<file path="config.mk">
export PLATFORM = sky130hd
export DESIGN_NAME = ptw_walker
export DESIGN_NICKNAME = d
export VERILOG_FILES = /design/src/rtl/ptw_pkg.sv /design/src/rtl/ptw_entry_chk.sv /design/src/rtl/ptw_fault_log.sv /design/src/rtl/ptw_walker.sv
export SDC_FILE = /design/constraint.sdc
export NUM_CORES = 1
export LEC_CHECK = 0
export ABC_AREA = 1
export CAP_MARGIN = 20
export CORE_ASPECT_RATIO = 0.6
export CORE_MARGIN = 2
export CORE_UTILIZATION = 40
export DETAILED_ROUTE_END_ITERATION = 8
export PLACE_DENSITY_LB_ADDON = 0.05
export SLEW_MARGIN = 20
export SYNTH_ARGS = -nofsm -noshare
export SYNTH_HDL_FRONTEND = slang
export SYNTH_SLANG_ARGS = --single-unit
</file>
<file path="constraint.sdc">
create_clock -name clk -period 2.5 [get_ports clk]
set_input_delay 0.25 -clock clk [delete_from_list [all_inputs] [get_ports clk]]
set_output_delay 0.25 -clock clk [all_outputs]
set_load 0.02 [all_outputs]
</file>
<file path="src/rtl/ptw_pkg.sv">
// Package: shared widths, field positions and encodings for the page table walker.
// Assumes a fixed two-level layout with 4 KiB pages and 32-bit entries.
package ptw_pkg;
    parameter int VA_W      = 32;
    parameter int PA_W      = 40;
    parameter int ENTRY_W   = 32;
    parameter int OFS_W     = 12;
    parameter int IDX_W     = 10;
    parameter int HI_W      = PA_W - VA_W;       // extra physical bits kept in the entry
    parameter int PFN_W     = VA_W - OFS_W;      // page frame number width
    parameter int WORD_SH   = 2;                 // byte shift for a 32-bit word
    parameter int BIT_VALID = 0;
    parameter int BIT_EXC   = 1;
    parameter int BIT_WR    = 2;
    parameter int HI_LSB    = 4;

    typedef enum logic [1:0] {
        RSN_NONE = 2'b00,
        RSN_L1   = 2'b01,
        RSN_L2   = 2'b10,
        RSN_PERM = 2'b11
    } reason_e;

    typedef enum logic [2:0] {
        S_IDLE,
        S_L1_REQ,
        S_L1_WAIT,
        S_L2_REQ,
        S_L2_WAIT,
        S_RESP
    } walk_state_e;
endpackage

</file>
<file path="src/rtl/ptw_entry_chk.sv">
// Module: decodes one table entry word into its usable fields.
// Assumes bit 0 = valid, bit 1 = exception, bit 2 = writeable, and that the
// upper bits hold a page frame number. It is purely combinational.
module ptw_entry_chk
    import ptw_pkg::*;
(
    input  logic [ENTRY_W-1:0] entry,
    output logic               usable,
    output logic               writeable,
    output logic [PFN_W-1:0]   pfn,
    output logic [HI_W-1:0]    hi_bits
);
    // Field extraction and the usability rule shared by both levels.
    always_comb begin
        usable    = entry[BIT_VALID] & ~entry[BIT_EXC];
        writeable = entry[BIT_WR];
        pfn       = entry[ENTRY_W-1:OFS_W];
        hi_bits   = entry[HI_LSB +: HI_W];
    end
endmodule

</file>
<file path="src/rtl/ptw_fault_log.sv">
// Module: holds the first fault's reason and virtual address until cleared.
// Assumes rec is a one-cycle strobe. A fault arriving in the same cycle as a
// clear is recorded.
module ptw_fault_log
    import ptw_pkg::*;
(
    input  logic            clk,
    input  logic            rst_n,
    input  logic            rec,
    input  logic [1:0]      rec_reason,
    input  logic [VA_W-1:0] rec_vaddr,
    input  logic            clear,
    output logic [1:0]      log_reason,
    output logic [VA_W-1:0] log_vaddr
);
    logic empty;
    assign empty = (log_reason == RSN_NONE);

    // Capture when empty (or being cleared), otherwise hold or clear.
    always_ff @(posedge clk) begin
        if (!rst_n) begin
            log_reason <= RSN_NONE;
            log_vaddr  <= '0;
        end else if (rec && (empty || clear)) begin
            log_reason <= rec_reason;
            log_vaddr  <= rec_vaddr;
        end else if (clear) begin
            log_reason <= RSN_NONE;
            log_vaddr  <= '0;
        end
    end

    // a held fault stays put unless cleared.
    a_r10_hold: assert property (@(posedge clk) disable iff (!rst_n)
        (log_reason != RSN_NONE && !clear) |=> ($stable(log_reason) && $stable(log_vaddr)));
endmodule

</file>
<file path="src/rtl/ptw_walker.sv">
// Module: two-level page table walker, one walk at a time.
// Assumes memory returns exactly one data strobe per read request, after one or
// more cycles, and that the configuration inputs are stable during a walk.
module ptw_walker
    import ptw_pkg::*;
(
    input  logic               clk,
    input  logic               rst_n,
    input  logic               cfg_enable,
    input  logic [VA_W-1:0]    cfg_root_base,
    input  logic [PA_W-1:0]    cfg_safe_page,
    input  logic               req_valid,
    output logic               req_ready,
    input  logic [VA_W-1:0]    req_vaddr,
    input  logic               req_write,
    output logic               rsp_valid,
    output logic [PA_W-1:0]    rsp_paddr,
    output logic [1:0]         rsp_reason,
    output logic               mem_rd_req,
    output logic [VA_W-1:0]    mem_rd_addr,
    input  logic               mem_rd_data_valid,
    input  logic [ENTRY_W-1:0] mem_rd_data,
    input  logic               fault_clear,
    output logic [1:0]         fault_reason,
    output logic [VA_W-1:0]    fault_vaddr
);
    localparam int L1_LSB = OFS_W + IDX_W;

    walk_state_e        st;
    logic [VA_W-1:0]    va_q;
    logic               wr_q;
    logic [PFN_W-1:0]   l2_base_q;
    logic [PA_W-1:0]    pa_q;
    reason_e            rsn_q;

    logic               ent_usable;
    logic               ent_wr;
    logic [PFN_W-1:0]   ent_pfn;
    logic [HI_W-1:0]    ent_hi;
    logic [PA_W-1:0]    safe_pa;

    ptw_entry_chk u_chk (
        .entry     (mem_rd_data),
        .usable    (ent_usable),
        .writeable (ent_wr),
        .pfn       (ent_pfn),
        .hi_bits   (ent_hi)
    );

    // Safe-page redirect keeps the page offset of the faulting access.
    assign safe_pa = {cfg_safe_page[PA_W-1:OFS_W], va_q[OFS_W-1:0]};

    // Walk sequencing: accept, read L1, read L2, respond.
    always_ff @(posedge clk) begin
        if (!rst_n) begin
            st        <= S_IDLE;
            va_q      <= '0;
            wr_q      <= 1'b0;
            l2_base_q <= '0;
            pa_q      <= '0;
            rsn_q     <= RSN_NONE;
        end else begin
            case (st)
                S_IDLE: if (req_valid) begin
                    va_q <= req_vaddr;
                    wr_q <= req_write;
                    if (cfg_enable) begin
                        st <= S_L1_REQ;
                    end else begin
                        pa_q  <= {{HI_W{1'b0}}, req_vaddr};
                        rsn_q <= RSN_NONE;
                        st    <= S_RESP;
                    end
                end
                S_L1_REQ: st <= S_L1_WAIT;
                S_L1_WAIT: if (mem_rd_data_valid) begin
                    if (ent_usable) begin
                        l2_base_q <= ent_pfn;
                        st        <= S_L2_REQ;
                    end else begin
                        pa_q  <= safe_pa;
                        rsn_q <= RSN_L1;
                        st    <= S_RESP;
                    end
                end
                S_L2_REQ: st <= S_L2_WAIT;
                S_L2_WAIT: if (mem_rd_data_valid) begin
                    st <= S_RESP;
                    if (!ent_usable) begin
                        pa_q  <= safe_pa;
                        rsn_q <= RSN_L2;
                    end else if (wr_q && !ent_wr) begin
                        pa_q  <= safe_pa;
                        rsn_q <= RSN_PERM;
                    end else begin
                        pa_q  <= {ent_hi, ent_pfn, va_q[OFS_W-1:0]};
                        rsn_q <= RSN_NONE;
                    end
                end
                S_RESP:  st <= S_IDLE;
                default: st <= S_IDLE;
            endcase
        end
    end

    // Handshake, memory port and response outputs driven from state.
    always_comb begin
        req_ready  = (st == S_IDLE);
        mem_rd_req = (st == S_L1_REQ) || (st == S_L2_REQ);
        if (st == S_L2_REQ)
            mem_rd_addr = {l2_base_q, va_q[L1_LSB-1:OFS_W], {WORD_SH{1'b0}}};
        else
            mem_rd_addr = {cfg_root_base[VA_W-1:OFS_W], va_q[VA_W-1:L1_LSB], {WORD_SH{1'b0}}};
        rsp_valid  = (st == S_RESP);
        rsp_paddr  = pa_q;
        rsp_reason = rsn_q;
    end

    ptw_fault_log u_log (
        .clk        (clk),
        .rst_n      (rst_n),
        .rec        (rsp_valid && (rsp_reason != RSN_NONE)),
        .rec_reason (rsp_reason),
        .rec_vaddr  (va_q),
        .clear      (fault_clear),
        .log_reason (fault_reason),
        .log_vaddr  (fault_vaddr)
    );

    // once accepted, the walker is busy on the next cycle.
    a_r8_busy: assert property (@(posedge clk) disable iff (!rst_n)
        (req_valid && req_ready) |=> !req_ready);
    // the response is a single-cycle pulse.
    a_r8_pulse: assert property (@(posedge clk) disable iff (!rst_n)
        rsp_valid |=> !rsp_valid);
    // never two back-to-back read requests.
    a_r11_one_read: assert property (@(posedge clk) disable iff (!rst_n)
        mem_rd_req |=> !mem_rd_req);
    // with translation off, the answer comes next cycle with no fault.
    a_r9_bypass: assert property (@(posedge clk) disable iff (!rst_n)
        (req_valid && req_ready && !cfg_enable) |=> (rsp_valid && rsp_reason == RSN_NONE));
    // any fault points into the safe page.
    a_r7_safe: assert property (@(posedge clk) disable iff (!rst_n)
        (rsp_valid && rsp_reason != RSN_NONE) |-> (rsp_paddr[PA_W-1:OFS_W] == cfg_safe_page[PA_W-1:OFS_W]));
    // a permission fault only arises on a write.
    a_r6_perm_write: assert property (@(posedge clk) disable iff (!rst_n)
        (rsp_valid && rsp_reason == RSN_PERM) |-> wr_q);
endmodule

</file>
======== Yosys cells after proc, flatten, opt, wreduce, memory -nomap -nowiden ========
Cells that the tools add are included.
word-level totals
  flip-flop bits (word level) ............. 132
  bits of input ports ..................... 143
  word-level logic and storage cells ...... 62
operators by class
  equality and inequality tests ........... 10
  mux-type cells .......................... 27
  bitwise gates (word level) .............. 2
  reduce and logical (&&, ||, !) cells .... 15
operators by type and width
  operator            number
  $mux 40             7
  $pmux 40 s3         1
  $mux 32             3
  $mux 2              9
  $mux 3              5
  $pmux 3 s5          1
  $ne 2x2->1 const B  5
  $eq 3x2->1 const B  2
  $eq 3x3->1 const B  2
  $pmux 2 s3          1
  $reduce_and 3->1    2
  $reduce_and 6->1    1
  $reduce_bool 2->1   2
  $eq 3x1->1 const B  1
  $logic_and 1x1->1   3
  $logic_not 3->1     1
  $reduce_bool 3->1   1
  $logic_not 2->1     1
  $logic_or 1x1->1    2
  $reduce_and 2->1    1
  $and 1x1->1         1
  $logic_not 1->1     1
  $not 1->1           1

======== Depth between registers and ports, before layout ========
  depth in word-level cells ............... 6
  mapped depth ............................ 10

======== By module ========
A second synthesis with hierarchy kept.
second synthesis, totals
  cell total of the unflattened synthesis .. 969
  area total of the unflattened synthesis .. 6536.3 um^2
modules (own cells, without submodules)
  module         instances  cells an instance  area an instance (um^2)
  ptw_walker     1          784                4845.9
  ptw_fault_log  1          154                1462.7
  ptw_entry_chk  1          31                 227.7

======== Least setup slack after synthesis ========
OpenSTA, ideal clock, no wires.
  path type ............................... flip-flop to output port
  start point ............................. register st[0]
  end point ............................... output port mem_rd_addr[10]
  data arrival time ....................... 1.590 ns
  data required time ...................... 2.250 ns
  slack ................................... 0.660 ns
  stages on the path, launching flop included .. 6
  buffers on the path ..................... 1
  path through ............................ dfxtp_1 inv_1 nor2_1 nand2_1 clkbuf_1 o21ai_0
between the ends
  cells in the longest elaborated chain, start to end .. 2
RTL lines
  element                 RTL line           source
  start, declared         ptw_walker.sv:29   walk_state_e st;
  start signal, assigned  ptw_walker.sv:56   st <= S_IDLE;
  start signal, assigned  ptw_walker.sv:68   st <= S_L1_REQ;
  start signal, assigned  ptw_walker.sv:72   st <= S_RESP;
  $eq 3x2->1              ptw_walker.sv:110  if (st == S_L2_REQ)
  $mux 32                 ptw_walker.sv:110
  end, declared           ptw_walker.sv:20   output logic [VA_W-1:0] mem_rd_addr,
Every way passes these cells.

======== Worst setup path after layout ========
  start point ............................. register st[0]
  end point ............................... output port mem_rd_addr[6]
Same word-level chain as after synthesis.

==> impl_metrics.ini <==
[outcome]
status = finished clean

[global_route]
track_usage_pct = 24.0
grt_max_degree = 55
grt_pass1_vias = 5858
antenna_found_initial = 0
grt_pass1_wl_mm = 30.3
grt.overflow.total = 0

[logic_synthesis]
ys_types = 25
synth_top_family_by_area = simple AND/OR/NAND/NOR gates
synthAdderAreaFrac_pct = 0
yosys.area.top_type = dfxtp_1
ys_seq_area_share_pct = 44.8
synth_xor_area_share_pct = 0
synthMuxAreaShare_pct = 0
synth_top_area_share_pct = 44.8
synthesis.area_um2 = 5900
synth_seq_cells = 132
yosys.area_share.simple_pct = 31.9
ys_top_cells_by_area = dfxtp_1, nand2_1, a21oi_1
yosys_warnings = 0
synth-compound-area-share_pct = 14.6
postSynthAreaPerCell_um2 = 6.55
netlist_instances = 901

[timing]
setup_violations = 0
fmax_mhz = 424
grt_setup_unrepaired = no
drv_slew = 0
tns_ns = 0
tightest_slew_ns = 0.589
whs_ns = 0.185
fin_crit_ns = 2.36
fin_skew_ns = 0.0144
fin_crit_sh_pct = 94.3
finalHoldViolCount = 0
slew_headroom_pct = 60.7
setup_slack_ns = 0.144

[placed_design]
dp_cells = 1286
post-place-ws_ns = 0.421
placed_area_um2 = 8300
place.gp.congestion = 0.840
hpwl_mm = 13.7
portBuffers = 226

[worst_setup_path]
startpoint_type = flip-flop
r2r-start = st[2]
cp.required_ns = 2.25
end_kind = primary output
critPathMaxStageDelay_ns = 0.63
worstSetupPathType = flip-flop to primary output
cp.arrival_ns = 2.11
worstSetupStartpoint = st[0]
reg2reg_to = rsp_paddr[18]
path_cells = inv_1, nor2_1, nand2_1, buf_4, o21ai_0, clkdlybuf4s50_1
crit_slowest_cell = clkdlybuf4s50_1
worstRegToRegCells = 10
critPathMaxFanout = 20
r2r_setup_slack_ns = 0.63

[cells_and_area]
fin_cells = 1317
nNetsFinal = 1250
fill_cells = 1414
final_layout_size_suffix_gt1_share_pct = 5.81
area_growth_pct = 52.1
multi_input_area_um2 = 2760
ff_latch_area_um2 = 2640
insertedDiodeCount = 0
final_cell_area_um2 = 8980

[power]
p_leak_uw = 0.00403
ir_drop_mv = 0.548
p_per_area_nw_per_um2 = 1000

[cts]
holdBufCountCts = 0
clk-insertion-delay-late_ns = 0.41
cts_tree = built
clk_pin_slew_ns = 0.06
clockRootBuffer = clkbuf_16
cts_sinks = 132
cts.htree.levels = 4
numCtsBuffers = 17
cts_buffer_depth = 2

[min_path]
hold_class = primary input to flip-flop
worstHoldPathCells = 3
hp-start = rst_n
whs_endpoint = rsp_paddr[20]

[floorplan]
design.core.area_um2 = 14500
die_w_um = 161
die_h_um = 98.1
dieArea_um2 = 15800
rows = 34
start_util_pct = 40.8
io_pins = 254

[drt]
viasPerCell = 4.79
drtIter0Drc = 446
wl_per_cell_um = 14.4
dr_total_vias = 6313
route.detailed.drc = 0
first_pass_iters = 5
drt-total-wl_mm = 19.0
drtAntennaViolNets = 0

[run]
drv_cap = 0
## per-layer routing
layer	up-vias	global-route usage (%)	part of all wire (%)
met2	198	34.9	41
met4	0	6.18	1.2
met5	-	0	0
met3	19	7.73	9.3
met1	2846	34.4	48
li1	3250	-	-
## sequential cells by signal (all words and copies together), names as in the netlist
signal / flops
va_q: 32
u_log.log_reason: 2
wr_q: 1
rsp_reason: 2
rsp_paddr: 40
u_log.log_vaddr: 32
l2_base_q: 20
st: 3
## cells by family after synthesis
logic type	Yosys count
buffers and inverters	122
AND/OR/NAND/NOR	476
AO/OA/AOI/OAI	170
flip-flops	132
other	1
## critical path, delay by kind of cell (launching register included)
family | cells | cell delay, ns
AO/OA/AOI/OAI | 1 | 0.17
buffers and inverters | 3 | 0.94
flip-flops | 1 | 0.35
AND/OR/NAND/NOR | 2 | 0.23
## power breakdown
group / leakage [uW] / total, uW / internal, uW / switching [uW]
clock: 0.000294 / 2560 / 1580 / 986
combinational: 0.00266 / 3590 / 1390 / 2200
sequential: 0.00108 / 2830 / 2560 / 266
total: 0.00403 / 8980 / 5530 / 3450
## through the flow
stage | utilization [%] | total power (uW)
after floorplan | - | 5010
after global placement | 57.4 | 6440
after detailed placement | 57.4 | 6460
after CTS | 61.6 | 9040
after global routing | 62.1 | 9570
final | 62.1 | 8980
## cells in the final DEF (no fill, tap or decap), drive strengths merged
cell,Yosys,final
nand3,50,50
inv,63,67
a211oi,1,1
dlygate4sd2,0,1
clkbuf,28,17
buf,29,18
clkinvlp,0,1
nand2,340,340
conb,1,2
dlymetal6s2s,0,28
nor3,1,1
clkdlybuf4s50,0,196
nor2,84,84
bufinv,0,3
dfxtp,132,132
o21ai,73,73
clkinv,2,8
o22ai,1,1
a21oi,94,94
o211ai,1,1
nand4,1,1
## Yosys cell counts
library cell / n
o21ai_1: 5
dfxtp_1: 132
inv_2: 5
inv_1: 58
nor2_2: 3
clkbuf_1: 27
nand4_1: 1
o211ai_2: 1
nor3_2: 1
conb_1: 1
nand3_2: 1
nand3_1: 49
a21oi_1: 94
buf_1: 5
nor2_1: 80
a211oi_1: 1
clkbuf_2: 1
nand2_1: 338
clkinv_1: 2
nand2_2: 2
o21ai_0: 68
o22ai_1: 1
buf_4: 9
nor2_4: 1
buf_2: 15
## final cells by class
| type | count | area share, % |
|---|---|---|
| clock buffer | 17 | 4.74 |
| clock inverter | 14 | 1.98 |
| inverter | 65 | 2.72 |
| multi-input combinational | 648 | 30.7 |
| sequential | 132 | 29.4 |
| tap | 198 | 2.76 |
| timing repair buffer | 243 | 27.7 |
## timing repair
action                                  4_1_cts  5_1_grt
endpoints found under the setup margin        1       28
gates resized for setup                       1       29
buffers inserted                              0        0
## worst max path at each step
| stage | cells past startpoint | endpoint | slack [ns] |
|---|---|---|---|
| final | 6 | mem_rd_addr[6] | 0.14 |
| after global routing | 6 | mem_rd_addr[6] | 0.02 |
| after CTS | 6 | mem_rd_addr[11] | 0.002 |
| after detailed placement | 10 | rsp_paddr[22] | 0.42 |
| after global placement | 10 | rsp_paddr[22] | 0.45 |
| after floorplan | 5 | mem_rd_addr[10] | 0.66 |
No activity file was read; power rests on OpenSTA's default activity.
